### config.mk
export PLATFORM = sky130hd
export DESIGN_NAME = modn_down_counter
export DESIGN_NICKNAME = d
export VERILOG_FILES = /design/src/rtl/mdc_pkg.sv /design/src/rtl/mdc_rst_sync.sv /design/src/rtl/mdc_next_state.sv /design/src/rtl/mdc_cnt_reg.sv /design/src/rtl/mdc_seg_decode.sv /design/src/rtl/modn_down_counter.sv
export SDC_FILE = /design/constraint.sdc
export NUM_CORES = 1
export LEC_CHECK = 0
export BUFFER_PORTS_ARGS = -buffer_cell sky130_fd_sc_hd__buf_4
export CORE_AREA = 5 5 42 44
export DETAILED_ROUTE_END_ITERATION = 7
export DIE_AREA = 0 0 47 49
export GPL_TIMING_DRIVEN = 0
export PLACE_DENSITY_LB_ADDON = 0.3
export SLEW_MARGIN = 20
export SYNTH_ARGS = -nofsm -noshare
export SYNTH_HDL_FRONTEND = slang
export SYNTH_SLANG_ARGS = --single-unit
### constraint.sdc
create_clock -name clk -period 1.1 [get_ports clk]
set_input_delay 0.165 -clock clk [delete_from_list [all_inputs] [get_ports clk]]
set_output_delay 0.165 -clock clk [all_outputs]
set_load 0.005 [all_outputs]
### src/rtl/mdc_pkg.sv
package mdc_pkg;

  localparam int SEG_W = 7;
  localparam int NIB_W = 4;

  typedef logic [SEG_W-1:0] seg_t;

  // Active-high pattern, bit 6 = segment A ... bit 0 = segment G.
  function automatic seg_t hex_to_seg(input logic [NIB_W-1:0] d);
    seg_t s;
    case (d)
      4'h0: s = 7'h7E;
      4'h1: s = 7'h30;
      4'h2: s = 7'h6D;
      4'h3: s = 7'h79;
      4'h4: s = 7'h33;
      4'h5: s = 7'h5B;
      4'h6: s = 7'h5F;
      4'h7: s = 7'h70;
      4'h8: s = 7'h7F;
      4'h9: s = 7'h7B;
      4'hA: s = 7'h77;
      4'hB: s = 7'h1F;
      4'hC: s = 7'h4E;
      4'hD: s = 7'h3D;
      4'hE: s = 7'h4F;
      default: s = 7'h47;
    endcase
    return s;
  endfunction

endpackage

### src/rtl/mdc_rst_sync.sv
module mdc_rst_sync #(
  parameter int STAGES = 2
) (
  input  logic clk,
  input  logic rst_n,
  output logic rst_sync_n
);

  logic [STAGES-1:0] chain_q;

  always_ff @(posedge clk or negedge rst_n) begin
    if (!rst_n) begin
      chain_q <= '0;
    end else begin
      chain_q[0] <= 1'b1;
      for (int i = 1; i < STAGES; i++) begin
        chain_q[i] <= chain_q[i-1];
      end
    end
  end

  assign rst_sync_n = chain_q[STAGES-1];

endmodule

### src/rtl/mdc_next_state.sv
module mdc_next_state #(
  parameter int CNT_W = 3
) (
  input  logic             clr,
  input  logic             ld_ext,
  input  logic             auto_mode,
  input  logic [CNT_W-1:0] reload,
  input  logic [CNT_W-1:0] cnt,
  output logic [CNT_W-1:0] cnt_nxt,
  output logic             at_zero
);

  logic ld_eff;

  always_comb begin
    at_zero = (cnt == '0);
    ld_eff  = ld_ext | (auto_mode & at_zero);
    if (clr) begin
      cnt_nxt = '0;
    end else if (ld_eff) begin
      cnt_nxt = reload;
    end else begin
      cnt_nxt = cnt - 1'b1;
    end
  end

endmodule

### src/rtl/mdc_cnt_reg.sv
module mdc_cnt_reg #(
  parameter int CNT_W = 3
) (
  input  logic             clk,
  input  logic             rst_n,
  input  logic             en,
  input  logic [CNT_W-1:0] d,
  output logic [CNT_W-1:0] q
);

  always_ff @(posedge clk or negedge rst_n) begin
    if (!rst_n) begin
      q <= '0;
    end else if (en) begin
      q <= d;
    end
  end

endmodule

### src/rtl/mdc_seg_decode.sv
module mdc_seg_decode #(
  parameter int CNT_W = 3
) (
  input  logic [CNT_W-1:0]       value,
  output mdc_pkg::seg_t          seg
);

  import mdc_pkg::*;

  logic [NIB_W-1:0] nib;

  generate
    if (CNT_W >= NIB_W) begin : g_trunc
      assign nib = value[NIB_W-1:0];
    end else begin : g_pad
      assign nib = {{(NIB_W-CNT_W){1'b0}}, value};
    end
  endgenerate

  assign seg = hex_to_seg(nib);

endmodule

### src/rtl/modn_down_counter.sv
module modn_down_counter #(
  parameter int CNT_W       = 3,
  parameter int SYNC_STAGES = 2
) (
  input  logic             clk,
  input  logic             rst_n,
  input  logic             clr_i,
  input  logic             load_i,
  input  logic             auto_i,
  input  logic [CNT_W-1:0] reload_i,
  output logic [CNT_W-1:0] count_o,
  output logic             tmo_o,
  output logic [6:0]       seg_o
);

  logic             rst_sync_n;
  logic [CNT_W-1:0] cnt_q;
  logic [CNT_W-1:0] cnt_d;
  logic             cnt_en;

  mdc_rst_sync #(.STAGES(SYNC_STAGES)) u_rst_sync (
    .clk        (clk),
    .rst_n      (rst_n),
    .rst_sync_n (rst_sync_n)
  );

  mdc_next_state #(.CNT_W(CNT_W)) u_next (
    .clr       (clr_i),
    .ld_ext    (load_i),
    .auto_mode (auto_i),
    .reload    (reload_i),
    .cnt       (cnt_q),
    .cnt_nxt   (cnt_d),
    .at_zero   (tmo_o)
  );

  // The count changes on every edge: clear, load or decrement.
  assign cnt_en = 1'b1;

  mdc_cnt_reg #(.CNT_W(CNT_W)) u_reg (
    .clk   (clk),
    .rst_n (rst_sync_n),
    .en    (cnt_en),
    .d     (cnt_d),
    .q     (cnt_q)
  );

  mdc_seg_decode #(.CNT_W(CNT_W)) u_seg (
    .value (cnt_q),
    .seg   (seg_o)
  );

  assign count_o = cnt_q;

endmodule

==> results.toml, run 1 <==
[synthesis]
synth_cell_types = 12
ys_ff_latch = 5
syn_area_per_cell_sq_um = 9.333
postSynthCellCount = 37
ys_seq_area_frac = 0.3623
ys.warnings.count = 0
synth_area_sq_um = 345.3
synth_nets = 51

[finish]
regArea_sq_um = 127.6
areaGrowthSynthToFinish_pct = 96.38
stdcell_area_sq_um = 678.2
multi_input_area_sq_um = 280.3
antenna_cells = 0
drive_gt1_frac = 0.6875
fillers = 149
nets = 79

[sta]
fin_crit_ns = 1.420
setup_slack_ns = -0.3195
final_max_slew_viol_count = 0
fin_crit_sh = 1.290
fin_skew_ns = 0.001015
finalHoldViolations = 0
tns_ns = -3.057
fmax_mhz = 704.5
setup_viol_count_final = 12
rsz0062_at_grt = "true"

[power_and_ir_drop]
power.switching_w = 0.0002602
power_frac_seq = 0.257
peakVddDrop_mv = 0.7101
internal_power_w = 0.0006044
p_leak_nw = 0.3219
clkPwrFrac = 0.242
swShare = 0.3010
power_frac_comb = 0.501
cellPowerDensity_nw_per_um2 = 1275

[global_routing]
antenna_found_initial = 0
grt_pass1_wl_microns = 1276
grt_pass1_vias = 336
grt_usage = 0.07567
grt_max_degree = 10
overflow = 0

[job]
drv_cap = 0

[floorplan]
fp.dieW_microns = 47
initial_core_util = 0.2464
core.rowCount = 14
core_sq_um = 1401
die_area_sq_um = 2303
pin_count = 19
die_h_microns = 49

[outcome]
violations = "negative setup slack"
status = "finished, violations left"

[clock_tree]
clock_latency_ns = 0.24
clk_pin_slew_worst_paths_ns = 0.04
cts_max_level = 1
cts_root_buf = "clkbuf_4"
cts_buffers = 3
clkSinkCount = 5
clock_path_buffers = 2
cts_tree = "done"

[placed_design]
place_congestion = 0.7198
placed_area_sq_um = 548.0
hpwl_microns = 607.6
io_buffers = 18

[drt]
drtIter0Drc = 2
wire_per_inst_microns = 9.563
vias = 325
vias_per_cell = 4.063
drcViolationCount = 0
ant_nets = 0
firstDrtPassIters = 2
wl_microns = 765

[setup_path]
worst-setup-path-type = "flip-flop to flip-flop"
worst_setup_path_end_kind = "flip-flop"
reg2reg_depth = 5
crit_required_ns = 1.22
critPathLaunchType = "flip-flop"
crit_arrival_ns = 1.54
cp_max_fo = 4

[min_path]
hp-class = "flip-flop to asynchronous set/reset pin"
## logic make-up (layout without fill, tap and decap cells)
| kind of cell | Yosys count | in the layout | share of synthesized area |
|---|---|---|---|
| multiplexers | 3 | 3 | 0.09782 |
| AO/OA/AOI/OAI | 6 | 6 | 0.1051 |
| flip-flops | 5 | 5 | 0.3623 |
| AND/OR/NAND/NOR | 11 | 11 | 0.1486 |
| buffers and inverters | 5 | 32 | 0.05794 |
| other | 1 | 1 | 0.01086 |
| adder cells (fa/ha/maj) | 6 | 6 | 0.2174 |
## state kept, by name, indices dropped and copies added (netlist names)
| name | cells |
|---|---|
| u_reg.q | 3 |
| u_rst_sync.chain_q | 2 |
## worst paths after layout
check / startpoint / to / slack (ns)
min in group clk: load_i / u_reg.q[1]$_DFF_PN0_ / 0.27
worst max register to register: u_reg.q[0]$_DFF_PN0_ / u_reg.q[0]$_DFF_PN0_ / -0.32
worst min-delay path: u_rst_sync.chain_q[1]$_DFF_PN0_ / u_reg.q[1]$_DFF_PN0_ / 0.04
max in group asynchronous: rst_n / u_rst_sync.chain_q[1]$_DFF_PN0_ / 0.77
worst max-delay path: u_reg.q[0]$_DFF_PN0_ / u_reg.q[0]$_DFF_PN0_ / -0.32
worst min register to register: u_rst_sync.chain_q[1]$_DFF_PN0_ / u_reg.q[1]$_DFF_PN0_ / 0.04
## critical path, stage by stage (launching register included)
cell and delay [ns]:
dfrtp_2 0.39, inv_2 0.07, ha_4 0.18, ha_4 0.16, a21oi_4 0.17, mux2_4 0.32
## cell type report
class,count,share of cell area
Clock buffer,4,0.03875
Multi-Input combinational cell,27,0.4133
Tap cell,16,0.02952
Buffer,1,0.01661
Timing Repair Buffer,23,0.2915
Inverter,4,0.02214
Sequential cell,5,0.1882
## power by group through the flow
stage | logic [W] | clock network (W) | registers (W)
6_report | 0.000433 | 0.000209 | 0.000222
4_1_cts | 0.000397 | 0.000222 | 0.000223
3_5_place_dp | 0.000350 | 0 | 0.000226
2_1_floorplan | 0.000193 | 0 | 0.000223
5_1_grt | 0.000481 | 0.000242 | 0.000225
3_3_place_gp | 0.000344 | 0 | 0.000225
## cell usage after synthesis
library cell | n | area share
mux2_2 | 3 | 0.098
a21o_1 | 1 | 0.022
a21oi_2 | 1 | 0.025
nor2_1 | 5 | 0.054
buf_2 | 1 | 0.014
a21oi_1 | 4 | 0.058
inv_1 | 4 | 0.043
nand2_1 | 2 | 0.022
dfrtp_1 | 5 | 0.36
ha_1 | 6 | 0.22
nor2b_1 | 4 | 0.072
conb_1 | 1 | 0.011
## per-layer routing
metal	GRT usage	vias up	wire [microns]
met1	0.07795	144	296
met4	0.04147	0	0
met2	0.1267	11	409
met5	0	-	0
li1	-	170	-
met3	0.02583	0	59
## metrics by stage
stage / total power, W / util / hold WS [ns] / std cells / setup slack [ns]
after floorplan: 0.0004166 / - / -0.1306 / 37 / -0.3518
after global placement: 0.0005694 / 0.3911 / -0.05124 / 71 / -0.4108
after detailed placement: 0.0005756 / 0.3911 / -0.05118 / 71 / -0.4202
after CTS: 0.0008422 / 0.4473 / 0.04152 / 79 / -0.3205
after global routing: 0.0009477 / 0.4839 / 0.05470 / 80 / -0.3709
final: 0.0008646 / 0.4839 / 0.03667 / 80 / -0.3195
## repair_timing
action,CTS,global route
hold endpoints to repair,2,0
buffers inserted,3,1
endpoints found under the setup margin,11,13
pin swaps,7,0
gates resized for setup,8,11
hold buffers,1,0
## placed cells by master, fill, tap and decap left out
cell	Yosys	layout
buf_4	0	16
buf_6	0	7
nor2_1	5	5
inv_2	0	3
a21oi_2	1	3
nor2b_1	4	3
mux2_4	0	3
ha_4	0	3
clkbuf_4	0	3
dfrtp_1	5	3
ha_1	6	2
dfrtp_2	0	2
inv_1	4	1
nor2b_4	0	1
a21o_1	1	1
a21oi_1	4	1
a21oi_4	0	1
nand2_1	2	1
nand2_2	0	1
ha_2	0	1
clkbuf_1	0	1
dlygate4sd3_1	0	1
conb_1	1	1
(Power assumes the default switching activity.)
==> inputs of run 2 (changes only) <==
--- a/config.mk
+++ b/config.mk
@@ -14,4 +14,5 @@
 export SLEW_MARGIN = 20
 export SYNTH_ARGS = -nofsm -noshare
 export SYNTH_HDL_FRONTEND = slang
+export SYNTH_HIERARCHICAL = 1
 export SYNTH_SLANG_ARGS = --single-unit
==> run 2 against run 1 <==
  * First-iteration DRC count down 100%
  * Clock power down 3%
  * Largest cell class unchanged
  * Largest power group unchanged
  * Worst hold slack better by 0.0038 ns
  * Critical endpoint is now u_reg/q[2]$_DFFE_PN0P_
  * The flow still finishes with violations (negative setup slack)
  * Synthesized cell count up 19%
  * Flip-flop and latch count unchanged
  * Via count up 19%
==> results.toml, run 2 <==
[global_routing]
antenna_found_initial = 0
grt_usage = 0.08487
grt_pass1_vias = 378
grt_max_degree = 12
grt_pass1_wl_microns = 1393
overflow = 0

[setup_path]
crit_required_ns = 1.22
crit_arrival_ns = 1.73
worst-setup-path-type = "flip-flop to flip-flop"
cp_max_fo = 3
reg2reg_depth = 6
path_cells = "inv_2 > ha_4 > ha_4 > a21oi_4 > mux2_4 > mux2_4"
r2r_start = "u_reg/q[0]$_DFFE_PN0P_"
crit_start = "u_reg/q[0]$_DFFE_PN0P_"
rrSetupSlack_ns = -0.51
critPathLaunchType = "flip-flop"
worst_setup_path_end_kind = "flip-flop"
slowest_stage = "dfrtp_2"
r2r_end = "u_reg/q[2]$_DFFE_PN0P_"
slowest_delay_ns = 0.38

[power_and_ir_drop]
peakVddDrop_mv = 0.5864
internal_power_w = 0.0007869
power_frac_seq = 0.221
clkPwrFrac = 0.175
p_leak_nw = 0.3782
swShare = 0.3243
power.switching_w = 0.0003776
cellPowerDensity_nw_per_um2 = 1521
power_frac_comb = 0.604

[finish]
largest_reg_flops = 3
antenna_cells = 0
areaGrowthSynthToFinish_pct = 84.34
final_cell_count_no_fill = 91
final_cell_mix = "buf_4 (20), mux2_4 (6), buf_6 (4), conb_1 (4), ha_1 (4)"
top_regs = "u_reg/q (3), u_rst_sync/chain_q (2)"
nets = 92
regMostFlops = "u_reg/q"
drive_gt1_frac = 0.6267
final_common_cell = "buf_4"

[synthesis]
synth_commonest_cells = "ha_1 (8), inv_1 (6), mux2_2 (6), dfrtp_1 (5)"
synth_edf_count = 0
ys_seq_area_frac = 0.3012
synth_area_leader_cell = "dfrtp_1"
syn_area_per_cell_sq_um = 9.441
synth_cell_types = 12
ys.flop_type = "dfrtp_1"
postSynthCellCount = 44
ys_ff_latch = 5
synthArstFlopShare = 1.000
yosysMostFrequentCell = "ha_1"
synthTopCellsByArea = "dfrtp_1 (30%), ha_1 (24%), mux2_2 (16%), nand2b_1 (6.0%), nor2b_1 (6.0%)"
ys.warnings.count = 6
synth_area_sq_um = 415.4
yosysTopAreaCellShare = 0.3012

[drt]
drtIter0Drc = 0
firstDrtPassIters = 1
wire_per_inst_microns = 9.659
drcViolationCount = 0
vias_per_cell = 4.264
vias = 388
ant_nets = 0
wl_microns = 879

[clock_tree]
cts_buffers = 3
clkSinkCount = 5
cts_tree = "done"
cts_root_buf = "clkbuf_4"
clk_pin_slew_worst_paths_ns = 0.04
clock_latency_ns = 0.23
cts_max_level = 1
clock_path_buffers = 2

[sta]
setup_viol_count_final = 13
fin_skew_ns = 0.0008708
finalHoldViolations = 0
rsz0062_at_grt = "true"
setup_slack_ns = -0.5148
fin_crit_sh = 1.468
fin_crit_ns = 1.615
final_max_slew_viol_count = 0
hold-worst-slack_ns = 0.04050
fmax_mhz = 619.3

[floorplan]
core_sq_um = 1401
pin_count = 19
initial_core_util = 0.2964
core.rowCount = 14
die_h_microns = 49
fp.dieW_microns = 47
die_area_sq_um = 2303

[job]
drv_cap = 0

[outcome]
violations = "negative setup slack"
status = "finished, violations left"

[placed_design]
dp_cells = 80
place_congestion = 0.6113
io_buffers = 18

[min_path]
hp-class = "flip-flop to asynchronous set/reset pin"
[run 2: changes by cell type after synthesis, sizes merged, moves of 2 or more]
cell,before,now
nor2,5,3
ha,6,8
a21oi,5,3
nand2b,0,4
inv,4,6
mux2,3,6
[run 2: cells by family (layout without fill, tap and decap cells)]
family / after synthesis / count (layout) / share of synthesized area
fa+ha+maj: 8 / 8 / 0.2410
flops: 5 / 5 / 0.3012
compound gates: 4 / 4 / 0.05722
other cells: 2 / 4 / 0.01808
simple gates: 13 / 13 / 0.1656
mux: 6 / 6 / 0.1626
buf+inv: 6 / 35 / 0.05421
[run 2: timing repair]
action / in CTS / in global routing
setup buffers: 3 / 3
pin swaps: 3 / 0
resized for setup: 6 / 11
endpoints found under the hold margin: 2 / 0
hold buffers: 1 / 0
setup endpoints to repair: 12 / 13
[run 2: layout make-up]
cell class              instances  area (sq um)
repair buffers                 25         205.2
well taps                      16         20.02
multi-input cells              35         355.3
fillers                       133         635.6
clock buffers                   4         26.28
flip-flops and latches          5         128.9
inverters                       6         30.03
[run 2: how the worst max path moves through the flow]
stage / to / cells past startpoint
6_report: u_reg/q[2]$_DFFE_PN0P_ / 6
3_3_place_gp: u_reg/q[1]$_DFFE_PN0P_ / 6
2_1_floorplan: u_reg/q[1]$_DFFE_PN0P_ / 6
4_1_cts: u_reg/q[2]$_DFFE_PN0P_ / 6
3_5_place_dp: u_reg/q[1]$_DFFE_PN0P_ / 5
5_1_grt: u_reg/q[1]$_DFFE_PN0P_ / 6
[run 2: through the flow]
stage	setup TNS, ns	utilization	worst slack (ns)	area [sq um]	power, W
3_3_place_gp	-2.311	0.4438	-0.6328	621.8	0.0007822
5_1_grt	-5.475	0.5464	-0.5711	765.7	0.001272
3_5_place_dp	-2.292	0.4438	-0.6291	621.8	0.0007892
6_report	-4.617	0.5464	-0.5148	765.7	0.001165
2_1_floorplan	-1.719	-	-0.5747	466.7	0.0005468
4_1_cts	-4.532	0.4982	-0.5077	698.2	0.001074
[run 2: power groups by stage]
stage | sequential (W) | combinational [W] | clock, W
floorplan | 0.000261 | 0.000286 | 0
global placement | 0.000273 | 0.000509 | 0
detailed placement | 0.000272 | 0.000517 | 0
CTS | 0.000254 | 0.000608 | 0.000213
global route | 0.000264 | 0.000779 | 0.000228
finish | 0.000257 | 0.000704 | 0.000203
[run 2: worst max-delay path: cells and delay by family, from the launching register on]
family	cells	cell delay, ns
AO/OA/AOI/OAI	1	0.18
adder cells (fa/ha/maj)	2	0.32
buffers and inverters	1	0.05
flip-flops	1	0.38
multiplexers	2	0.56
[run 2: layer usage]
layer  vias up  wire [microns]  share of wire  global-route usage
li1        195               -              -                   -
met1       180             341           0.39             0.09131
met2        13             489           0.56              0.1312
met3         0              48          0.055             0.02214
met4         0               0              0             0.06912
met5         -               0              0                   0
